## src/rtl/tlb_lookup_pkg.sv

```systemverilog
package tlb_lookup_pkg;
  typedef enum logic [2:0] {
    RES_MATCH   = 3'b000,
    RES_BADADDR = 3'b111,
    RES_NOMATCH = 3'b110,
    RES_INVALID = 3'b101,
    RES_DIRTY   = 3'b100
  } tlb_res_e;

  // smallest page pair is 2**MIN_OFF_W bytes
  localparam int unsigned MIN_OFF_W = 13;
endpackage

```

## src/rtl/tlb_entry_store.sv

```systemverilog
module tlb_entry_store #(
  parameter int unsigned N_ENTRIES = 8,
  parameter int unsigned VA_W      = 32,
  parameter int unsigned PA_W      = 32,
  parameter int unsigned ASID_W    = 8,
  localparam int unsigned IDX_W    = (N_ENTRIES > 1) ? $clog2(N_ENTRIES) : 1
) (
  input  logic              clk_i,
  input  logic              rst_ni,
  input  logic              we_i,
  input  logic [IDX_W-1:0]  widx_i,
  input  logic [VA_W-1:0]   wvpn_i,
  input  logic [VA_W-1:0]   wmask_i,
  input  logic [ASID_W-1:0] wasid_i,
  input  logic              wglobal_i,
  input  logic [PA_W-1:0]   wpfn0_i,
  input  logic [PA_W-1:0]   wpfn1_i,
  input  logic              wv0_i,
  input  logic              wv1_i,
  input  logic              wd0_i,
  input  logic              wd1_i,
  output logic [VA_W-1:0]   vpn_o    [N_ENTRIES],
  output logic [VA_W-1:0]   mask_o   [N_ENTRIES],
  output logic [ASID_W-1:0] asid_o   [N_ENTRIES],
  output logic              global_o [N_ENTRIES],
  output logic [PA_W-1:0]   pfn0_o   [N_ENTRIES],
  output logic [PA_W-1:0]   pfn1_o   [N_ENTRIES],
  output logic              v0_o     [N_ENTRIES],
  output logic              v1_o     [N_ENTRIES],
  output logic              d0_o     [N_ENTRIES],
  output logic              d1_o     [N_ENTRIES]
);
  always_ff @(posedge clk_i or negedge rst_ni) begin
    if (!rst_ni) begin
      for (int i = 0; i < N_ENTRIES; i++) begin
        vpn_o[i]    <= '0;
        mask_o[i]   <= '0;
        asid_o[i]   <= '0;
        global_o[i] <= 1'b0;
        pfn0_o[i]   <= '0;
        pfn1_o[i]   <= '0;
        v0_o[i]     <= 1'b0;
        v1_o[i]     <= 1'b0;
        d0_o[i]     <= 1'b0;
        d1_o[i]     <= 1'b0;
      end
    end else if (we_i && (32'(widx_i) < N_ENTRIES)) begin
      vpn_o[widx_i]    <= wvpn_i;
      mask_o[widx_i]   <= wmask_i;
      asid_o[widx_i]   <= wasid_i;
      global_o[widx_i] <= wglobal_i;
      pfn0_o[widx_i]   <= wpfn0_i;
      pfn1_o[widx_i]   <= wpfn1_i;
      v0_o[widx_i]     <= wv0_i;
      v1_o[widx_i]     <= wv1_i;
      d0_o[widx_i]     <= wd0_i;
      d1_o[widx_i]     <= wd1_i;
    end
  end

  // written fields visible after the edge
  a_r10_write_lands: assert property (@(posedge clk_i) disable iff (!rst_ni)
    (we_i && (32'(widx_i) < N_ENTRIES)) |=>
      (vpn_o[$past(widx_i)] == $past(wvpn_i)) && (pfn0_o[$past(widx_i)] == $past(wpfn0_i)));
endmodule

```

## src/rtl/tlb_match_slice.sv

```systemverilog
module tlb_match_slice
  import tlb_lookup_pkg::*;
#(
  parameter int unsigned VA_W   = 32,
  parameter int unsigned PA_W   = 32,
  parameter int unsigned ASID_W = 8
) (
  input  logic [VA_W-1:0]   va_i,
  input  logic [ASID_W-1:0] asid_i,
  input  logic [VA_W-1:0]   vpn_i,
  input  logic [VA_W-1:0]   mask_i,
  input  logic [ASID_W-1:0] easid_i,
  input  logic              global_i,
  input  logic [PA_W-1:0]   pfn0_i,
  input  logic [PA_W-1:0]   pfn1_i,
  input  logic              v0_i,
  input  logic              v1_i,
  input  logic              d0_i,
  input  logic              d1_i,
  output logic              hit_o,
  output logic              valid_o,
  output logic              dirty_o,
  output logic [PA_W-1:0]   pa_o
);
  localparam logic [VA_W-1:0] MIN_MASK = {{(VA_W-MIN_OFF_W){1'b0}}, {MIN_OFF_W{1'b1}}};

  logic [VA_W-1:0] emask;
  logic [VA_W-1:0] half_mask;
  logic            odd;

  always_comb begin
    emask     = mask_i | MIN_MASK;
    half_mask = emask >> 1;
    odd       = |(va_i & emask & ~half_mask);
    hit_o     = (global_i || (easid_i == asid_i)) && (vpn_i == (va_i & ~emask));
    valid_o   = odd ? v1_i : v0_i;
    dirty_o   = odd ? d1_i : d0_i;
    pa_o      = (odd ? pfn1_i : pfn0_i) | PA_W'(va_i & half_mask);
  end
endmodule

```

## src/rtl/tlb_priority_sel.sv

```systemverilog
module tlb_priority_sel
  import tlb_lookup_pkg::*;
#(
  parameter int unsigned N_ENTRIES = 8,
  parameter int unsigned PA_W      = 32
) (
  input  logic [N_ENTRIES-1:0] hit_i,
  input  logic [N_ENTRIES-1:0] valid_i,
  input  logic [N_ENTRIES-1:0] dirty_i,
  input  logic [PA_W-1:0]      pa_i [N_ENTRIES],
  input  logic                 wr_i,
  output tlb_res_e             res_o,
  output logic [PA_W-1:0]      pa_o,
  output logic                 wr_perm_o,
  output logic [N_ENTRIES-1:0] win_o
);
  // scan from the top so the lowest hitting index ends up winning
  always_comb begin
    res_o     = RES_NOMATCH;
    pa_o      = '0;
    wr_perm_o = 1'b0;
    win_o     = '0;
    for (int i = N_ENTRIES - 1; i >= 0; i--) begin
      if (hit_i[i]) begin
        win_o     = '0;
        win_o[i]  = 1'b1;
        pa_o      = '0;
        wr_perm_o = 1'b0;
        if (!valid_i[i]) begin
          res_o = RES_INVALID;
        end else if (wr_i && !dirty_i[i]) begin
          res_o = RES_DIRTY;
        end else begin
          res_o     = RES_MATCH;
          pa_o      = pa_i[i];
          wr_perm_o = dirty_i[i];
        end
      end
    end
  end
endmodule

```

## src/rtl/tlb_lookup_unit.sv

```systemverilog
module tlb_lookup_unit
  import tlb_lookup_pkg::*;
#(
  parameter int unsigned N_ENTRIES = 8,
  parameter int unsigned VA_W      = 32,
  parameter int unsigned PA_W      = 32,
  parameter int unsigned ASID_W    = 8,
  localparam int unsigned IDX_W    = (N_ENTRIES > 1) ? $clog2(N_ENTRIES) : 1
) (
  input  logic              clk_i,
  input  logic              rst_ni,
  input  logic              req_i,
  input  logic [VA_W-1:0]   va_i,
  input  logic              wr_i,
  input  logic [ASID_W-1:0] asid_i,
  input  logic              we_i,
  input  logic [IDX_W-1:0]  widx_i,
  input  logic [VA_W-1:0]   wvpn_i,
  input  logic [VA_W-1:0]   wmask_i,
  input  logic [ASID_W-1:0] wasid_i,
  input  logic              wglobal_i,
  input  logic [PA_W-1:0]   wpfn0_i,
  input  logic [PA_W-1:0]   wpfn1_i,
  input  logic              wv0_i,
  input  logic              wv1_i,
  input  logic              wd0_i,
  input  logic              wd1_i,
  output logic [PA_W-1:0]   pa_o,
  output logic              wr_perm_o,
  output logic [2:0]        res_o,
  output logic              rsp_valid_o,
  output logic [PA_W-1:0]   rsp_pa_o,
  output logic              rsp_wr_perm_o,
  output logic [2:0]        rsp_res_o
);
  logic [VA_W-1:0]   vpn_q    [N_ENTRIES];
  logic [VA_W-1:0]   mask_q   [N_ENTRIES];
  logic [ASID_W-1:0] asid_q   [N_ENTRIES];
  logic              global_q [N_ENTRIES];
  logic [PA_W-1:0]   pfn0_q   [N_ENTRIES];
  logic [PA_W-1:0]   pfn1_q   [N_ENTRIES];
  logic              v0_q     [N_ENTRIES];
  logic              v1_q     [N_ENTRIES];
  logic              d0_q     [N_ENTRIES];
  logic              d1_q     [N_ENTRIES];

  logic [N_ENTRIES-1:0] hit_vec, valid_vec, dirty_vec, win_vec;
  logic [PA_W-1:0]      slice_pa [N_ENTRIES];
  tlb_res_e             res;

  tlb_entry_store #(
    .N_ENTRIES(N_ENTRIES), .VA_W(VA_W), .PA_W(PA_W), .ASID_W(ASID_W)
  ) store_i (
    .clk_i, .rst_ni, .we_i, .widx_i, .wvpn_i, .wmask_i, .wasid_i, .wglobal_i,
    .wpfn0_i, .wpfn1_i, .wv0_i, .wv1_i, .wd0_i, .wd1_i,
    .vpn_o(vpn_q), .mask_o(mask_q), .asid_o(asid_q), .global_o(global_q),
    .pfn0_o(pfn0_q), .pfn1_o(pfn1_q), .v0_o(v0_q), .v1_o(v1_q),
    .d0_o(d0_q), .d1_o(d1_q)
  );

  for (genvar g = 0; g < N_ENTRIES; g++) begin : g_slice
    tlb_match_slice #(.VA_W(VA_W), .PA_W(PA_W), .ASID_W(ASID_W)) slice_i (
      .va_i, .asid_i,
      .vpn_i(vpn_q[g]), .mask_i(mask_q[g]), .easid_i(asid_q[g]),
      .global_i(global_q[g]), .pfn0_i(pfn0_q[g]), .pfn1_i(pfn1_q[g]),
      .v0_i(v0_q[g]), .v1_i(v1_q[g]), .d0_i(d0_q[g]), .d1_i(d1_q[g]),
      .hit_o(hit_vec[g]), .valid_o(valid_vec[g]), .dirty_o(dirty_vec[g]),
      .pa_o(slice_pa[g])
    );
  end

  tlb_priority_sel #(.N_ENTRIES(N_ENTRIES), .PA_W(PA_W)) sel_i (
    .hit_i(hit_vec), .valid_i(valid_vec), .dirty_i(dirty_vec), .pa_i(slice_pa),
    .wr_i, .res_o(res), .pa_o, .wr_perm_o, .win_o(win_vec)
  );

  assign res_o = res;

  always_ff @(posedge clk_i or negedge rst_ni) begin
    if (!rst_ni) begin
      rsp_valid_o   <= 1'b0;
      rsp_pa_o      <= '0;
      rsp_wr_perm_o <= 1'b0;
      rsp_res_o     <= 3'b000;
    end else begin
      rsp_valid_o <= req_i;
      if (req_i) begin
        rsp_pa_o      <= pa_o;
        rsp_wr_perm_o <= wr_perm_o;
        rsp_res_o     <= res_o;
      end
    end
  end

  a_r7_single_winner: assert property (@(posedge clk_i) disable iff (!rst_ni)
    $onehot0(win_vec) && ((win_vec & ~hit_vec) == '0));
  a_r6_perm_only_on_match: assert property (@(posedge clk_i) disable iff (!rst_ni)
    wr_perm_o |-> (res_o == RES_MATCH));
  a_r5_dirty_only_on_write: assert property (@(posedge clk_i) disable iff (!rst_ni)
    (res_o == RES_DIRTY) |-> wr_i);
  a_r8_nomatch_no_hit: assert property (@(posedge clk_i) disable iff (!rst_ni)
    (res_o == RES_NOMATCH) |-> (hit_vec == '0));
  a_r9_rsp_follows_req: assert property (@(posedge clk_i) disable iff (!rst_ni)
    req_i |=> rsp_valid_o && (rsp_res_o == $past(res_o)) && (rsp_pa_o == $past(pa_o)));
  a_r9_rsp_holds: assert property (@(posedge clk_i) disable iff (!rst_ni)
    !req_i |=> !rsp_valid_o && $stable(rsp_pa_o) && $stable(rsp_res_o));
endmodule

```

## config.mk

```make
export PLATFORM = sky130hd
export DESIGN_NAME = tlb_lookup_unit
export DESIGN_NICKNAME = d
export VERILOG_FILES = /design/src/rtl/tlb_lookup_pkg.sv /design/src/rtl/tlb_entry_store.sv /design/src/rtl/tlb_match_slice.sv /design/src/rtl/tlb_priority_sel.sv /design/src/rtl/tlb_lookup_unit.sv
export SDC_FILE = /design/constraint.sdc
export NUM_CORES = 2
export LEC_CHECK = 0
export BUFFER_PORTS_ARGS = -buffer_cell sky130_fd_sc_hd__buf_2
export CORE_MARGIN = 4
export CORE_UTILIZATION = 45
export CTS_BUF_LIST = sky130_fd_sc_hd__clkbuf_4 sky130_fd_sc_hd__clkbuf_8
export DETAILED_ROUTE_END_ITERATION = 10
export SYNTH_ARGS = -nofsm -noshare
export SYNTH_HDL_FRONTEND = slang
export SYNTH_SLANG_ARGS = --single-unit
```

## constraint.sdc

```tcl
create_clock -name clk_i -period 5.2 [get_ports clk_i]
set_clock_uncertainty 0.2 [all_clocks]
set_input_delay 1.04 -clock clk_i [delete_from_list [all_inputs] [get_ports clk_i]]
set_output_delay 1.04 -clock clk_i [all_outputs]
set_load 0.03 [all_outputs]
```

# --- After elaboration in Yosys (flattened, before gate mapping) ---
# Cells that the tools add are included.
totals:
  ff_bits: 1165
  elab_cells: 312
  inputBits: 189
  output_inout_bits: 73
op_classes:
  n_lt_le_gt_ge: 2
  reduce_logical: 41
  muxes: 112
  n_bitwise: 57
  eq_ne: 16
op_table:
  columns: ["operator", "n"]
  rows:
  - ["32-bit two-way mux", 33]
  - ["256-bit bitwise mux", 4]
  - ["32-bit bitwise AND", 24]
  - ["32-bit by 31-bit bitwise AND with 32-bit output", 8]
  - ["32-bit == test", 8]
  - ["31-bit inverter with 32-bit output", 8]
  - ["32-bit inverter", 8]
  - ["32-bit OR", 8]
  - ["32-bit OR reduction", 8]
  - ["32-bit demux with 3-bit select", 1]
  - ["3-bit two-way mux", 24]
  - ["64-bit bitwise mux", 1]
  - ["8-bit == test", 8]
  - ["1-bit two-way mux", 41]
  - ["8-bit bitwise mux", 5]
  - ["8-bit demux with 3-bit select", 1]
  - ["1-bit logical AND", 17]
  - ["1-bit logical NOT", 8]
  - ["1-bit logical OR", 8]
  - ["8-bit two-way mux", 1]
  - ["4-bit greater-or-equal comparator (second input constant)", 1]
  - ["4-bit by 1-bit < comparator with 1-bit output (second input constant)", 1]
  - ["3-bit inverter with 4-bit output", 1]
  - ["1-bit demux with 3-bit select", 1]

# --- Logic depth before layout (Yosys ltp) ---
depth:
  word_depth: 16
  depth_mapped: 14
  depth_no_buf: 10

# --- By module ---
# Synthesis repeated with hierarchy kept, for this count alone.
unflattened:
  hier_cells: 4368
  hier_area_um2: 56136.3
modules_own_cells:
  columns: ["module", "area_per_inst_um2", "instances", "seq_area_each_um2", "cells_per_inst"]
  rows:
  - ["tlb_entry_store", 41850.1, 1, 28227.1, 2391]
  - ["tlb_match_slice", 1280.0, 8, 0.0, 192]
  - ["tlb_priority_sel", 2531.2, 1, 0.0, 364]
  - ["tlb_lookup_unit", 1515.2, 1, 925.9, 77]

# --- Worst setup path after synthesis ---
# OpenSTA, ideal clock, no wires.
synth_timing:
  kind: "input to output"
  from: "in va_i[12]"
  to: "out pa_o[10]"
  arrival_time_ns: 3.594
  setup_slack_ns: 0.366
  required_time_ns: 3.960
  n_path_buf: 4
  cell_stages: 14
  cell_sequence: "buf_4 inv_2 o22ai_1 nor4_1 and2_1 buf_2 mux2_4 or2_2 buf_2 a31oi_4 buf_6 o22ai_2 o211ai_2 o21ai_1"
synth_between:
  elab_chain_cells: 16
  word_cells_on_any_way: 120
  classes_between: "eq/ne (8); mux (48); bitwise (32); reduce/logical (32)"
synth_lines:
  columns: ["item", "line_no", "rtl"]
  rows:
  - ["from (decl)", "tlb_lookup_unit.sv:13", "input logic [VA_W-1:0] va_i,"]
  - ["32-bit bitwise AND (2 in a row)", "tlb_match_slice.sv:34", "odd = |(va_i & emask & ~half_mask);"]
  - ["32-bit OR reduction", "tlb_match_slice.sv:34", null]
  - ["1-bit two-way mux", "tlb_match_slice.sv:37", "dirty_o = odd ? d1_i : d0_i;"]
  - ["1-bit logical NOT", "tlb_priority_sel.sv:31", "end else if (wr_i && !dirty_i[i]) begin"]
  - ["1-bit logical AND", "tlb_priority_sel.sv:31", null]
  - ["32-bit two-way mux", "tlb_priority_sel.sv:31", null]
  - ["32-bit two-way mux", "tlb_priority_sel.sv:29", "if (!valid_i[i]) begin"]
  - ["32-bit two-way mux (7 in a row)", "tlb_priority_sel.sv:24", "if (hit_i[i]) begin"]
  - ["32-bit two-way mux *", "tlb_priority_sel.sv:24", null]
  - ["to (decl)", "tlb_lookup_unit.sv:28", "output logic [PA_W-1:0] pa_o,"]
# Every way passes the cells marked *; elsewhere a longest branch is shown, timed or not.

# --- Worst setup path after layout ---
layout_timing:
  from: "in va_i[13]"
  to: "out pa_o[25]"
# The elaborated chain is that of the path after synthesis.

==> impl_metrics.ini <==
[logic_synthesis]
synthTopCellsByArea = dfrtp_1, mux2_2, nand2_1
synth_edf_count = 0
ys_types = 73
yosysSeqAreaShare = 0.511
yosys.area.top_type = dfrtp_1
yosysWarnings = 0
synth_ff_type = dfrtp_1
synth_area_um2 = 51900
synthCells = 4287
synth_top_area_frac = 0.511
avgSynthCellArea_um2 = 12.1
ys_ff_latch = 1061
synth_nets = 4476
synth-async-reset-ratio = 1.00

[drt]
met1Wirelength_mm = 76.2
via_per_inst = 5.83
detail_route.wirelength_mm = 184
dr.first_iter.drc_count = 3414
final_antenna_net_count = 0
wl_met2_mm = 84.2
wl_per_cell_um = 28.0
top_layer_used = met5
drc = 0
vias = 38400
wl_met3_mm = 13.7
drtPass1Iterations = 6

[layout]
area_growth_pct = 21.9
stdcell_area_um2 = 63300
nets = 5103
drive_above_1_share = 0.464

[pwr]
clkPwrFrac = 0.320
power_mw = 25.6
power_frac_seq = 0.455
p_switching_mw = 8.01
p_int_mw = 17.6
power_density_nw_per_um2 = 405
switching_share = 0.313
vdd_drop_max_uv = 289
p_comb_frac = 0.225
leakagePower_nw = 28.2

[clock_network]
clock_sinks = 1061
cts_made_buffers = 182
htree_levels = 4
path_clk_slew_ns = 0.06
cts_tree = done
worstSkewPairLatency_ns = 0.89
clockRootBuffer = clkbuf_8
clk_path_buf_depth = 3

[critical_path]
cp_num_buf_inv = 10
r2r_slack_ns = 1.23
cp.arrival_ns = 4.40
end_kind = output port
critPathSlowestCell = nor4_1
crit_family = buffers and inverters
critical_path.cell_chain = buf_2 -> buf_6 -> nor2b_1 -> xnor2_1 -> buf_4 -> nand4_1 -> nor4_1 -> buf_4 -> nand2_2 -> a211oi_4 -> buf_4 -> buf_12 -> buf_12 -> buf_12 -> a22oi_2 -> o211ai_1 -> buf_4 -> a22oi_2 -> o21ai_1 -> buf_4
critical_path.max_stage_delay_ns = 0.31
startpoint_type = input port
reg2regPathDepth = 13
worst-path-max-fanout = 12
worstSetupPathType = input port to output port
r2r_start = store_i.mask_o[250]
r2r-end = rsp_pa_o[18]
crit_required_ns = 3.96
path_common_cell = buf_4

[sta]
fin_setup_tns_ns = -10.09
finalHoldViolations = 0
setup_viol_count_final = 35
max_freq_mhz = 177
drv_slew = 0
timing.final.crit_period_ns = 5.64
max_slew_margin = 0.186
setup_slack_ns = -0.442
grt_setup_unrepaired = yes
min_period_over_period = 1.09
worstMarginPinSlew_ns = 1.22
timing.hold.ws_ns = 0.298

[flow_run]
maxCapViolations = 0

[global_routing]
grt_pass1_wl_mm = 266
grt_antenna_before_repair = 29
grt_usage = 0.300
overflow = 0
grt_start_max_net_pins = 143
grt_pass1_vias = 38700

[placed_design]
portBuffers = 248
gp_congestion = 1.01
hpwl_mm = 127
post_dp_cell_area_um2 = 57700
pre_cts_slack_ns = -0.582

[die]
die-height_um = 348
core_um2 = 115000
die_x_um = 348
io_pins = 262
dieArea_um2 = 121000
num_rows = 124
initial_utilization = 0.454

[hold_path]
min_to = store_i.vpn_o[203]
hold_class = flop to flop
hp-start = store_i.vpn_o[203]
hold_depth = 1

[outcome]
violations = negative setup slack
status = finished, violations left
==> worst register-to-register path, delay by kind of cell, from the launching register on <==
family	cells	cell delay [ns]
AND/OR/NAND/NOR	6	1.34
XOR/XNOR	1	0.22
buffers and inverters	3	0.86
flip-flops	1	0.70
AO/OA/AOI/OAI	3	0.59
==> layout by cell type (no fill, tap or decap), types with 25 or more instances in the layout <==
| master | instances |
|---|---|
| clkbuf_4 | 69 |
| a31oi_1 | 39 |
| nor2b_1 | 132 |
| buf_2 | 210 |
| mux2_2 | 1084 |
| clkbuf_8 | 231 |
| dfrtp_2 | 37 |
| xor2_1 | 64 |
| o22ai_1 | 58 |
| a22oi_2 | 26 |
| xnor2_1 | 145 |
| nor2_1 | 79 |
| dfrtp_1 | 1024 |
| nand2_1 | 524 |
| o21ai_0 | 28 |
| buf_4 | 370 |
| nor4_1 | 36 |
| mux2i_1 | 158 |
| a21oi_1 | 30 |
| nand3b_1 | 27 |
| buf_12 | 76 |
| or3_1 | 25 |
| nand2b_1 | 28 |
| nand4_1 | 42 |
| buf_6 | 29 |
| a22oi_1 | 59 |
==> per-layer routing <==
layer  track usage  vias up
met5             0        -
met1         0.393    19600
met2         0.475     1552
met3        0.0650      494
li1              -    16700
met4         0.146       20
==> layout make-up <==
| type | count | area, um2 |
|---|---|---|
| Fill cell | 9946 | 51200 |
| Sequential cell | 1061 | 26600 |
| Multi-Input combinational cell | 2952 | 24900 |
| Timing Repair Buffer | 696 | 5860 |
| Clock buffer | 297 | 3670 |
| Tap cell | 1512 | 1890 |
| Clock inverter | 30 | 295 |
| Inverter | 21 | 78.8 |
| Antenna cell | 13 | 32.5 |
==> worst max-delay path by stage <==
stage | start | endpoint | depth (start not counted)
6_report | va_i[13] | pa_o[25] | 20
5_1_grt | store_i.vpn_o[41] | pa_o[25] | 16
4_1_cts | store_i.vpn_o[41] | pa_o[17] | 13
3_5_place_dp | va_i[23] | pa_o[28] | 18
3_3_place_gp | va_i[23] | pa_o[28] | 18
2_1_floorplan | va_i[12] | pa_o[10] | 14
==> cells in the mapped netlist (all sizes together) (4+ instances only) <==
master  count
a32oi      18
a21oi      48
a22oi      85
nand4      42
and3        4
and2        7
or3        25
xnor2     152
nand3      17
mux2i     162
a211oi     15
inv        19
o211ai     35
or4         5
clkbuf    157
a31o       14
o221a      19
mux2     1085
nor2       84
nor4b      19
a221oi     14
a31oi      40
nor4       61
xor2       64
or2        20
dfrtp    1061
o22ai      68
o221ai      6
buf        97
nor2b     138
nand3b     27
nor3       21
nand2b     28
nand2     533
o21ai      60
a211o      12
==> power groups by stage <==
stage / logic (mW) / clock network, mW / registers, mW
finish: 5.77 / 8.19 / 11.7
global route: 6.17 / 8.72 / 11.8
CTS: 5.63 / 8.34 / 11.6
detailed placement: 5.53 / 0 / 11.7
global placement: 5.43 / 0 / 11.6
floorplan: 3.53 / 0 / 11.0
==> through the flow <==
step | util | std cells
after detailed placement | 0.504 | 6172
after floorplan | - | 4287
final | 0.553 | 6582
after CTS | 0.547 | 6541
after global routing | 0.553 | 6572
after global placement | 0.504 | 6172
==> sequential cells by signal, summed over array words and instances, names as in the netlist, 8 cells and up <==
register and flops:
store_i.mask_o 152, store_i.v1_o 8, store_i.pfn0_o 256, store_i.d0_o 8, store_i.pfn1_o 256, store_i.asid_o 64
store_i.v0_o 8, rsp_pa_o 32, store_i.vpn_o 256, store_i.global_o 8, store_i.d1_o 8
==> logic make-up after synthesis <==
group                  after synthesis  synth area share
AO/OA/AOI/OAI                      451            0.0647
XOR/XNOR                           216            0.0364
buffers and inverters              275            0.0236
flip-flops                        1061             0.511
multiplexers                      1247             0.267
AND/OR/NAND/NOR                   1037            0.0976
==> timing repair <==
action                                 in CTS  in global routing
pin swaps                                  47                 47
endpoints found under the hold margin      57                  0
hold buffers                                1                  0
gates resized for setup                   132                107
buffers inserted                           38                 30
cloned                                      4                  1
setup endpoints to repair                  36                 36
No activity file was read; power rests on OpenSTA's default activity.
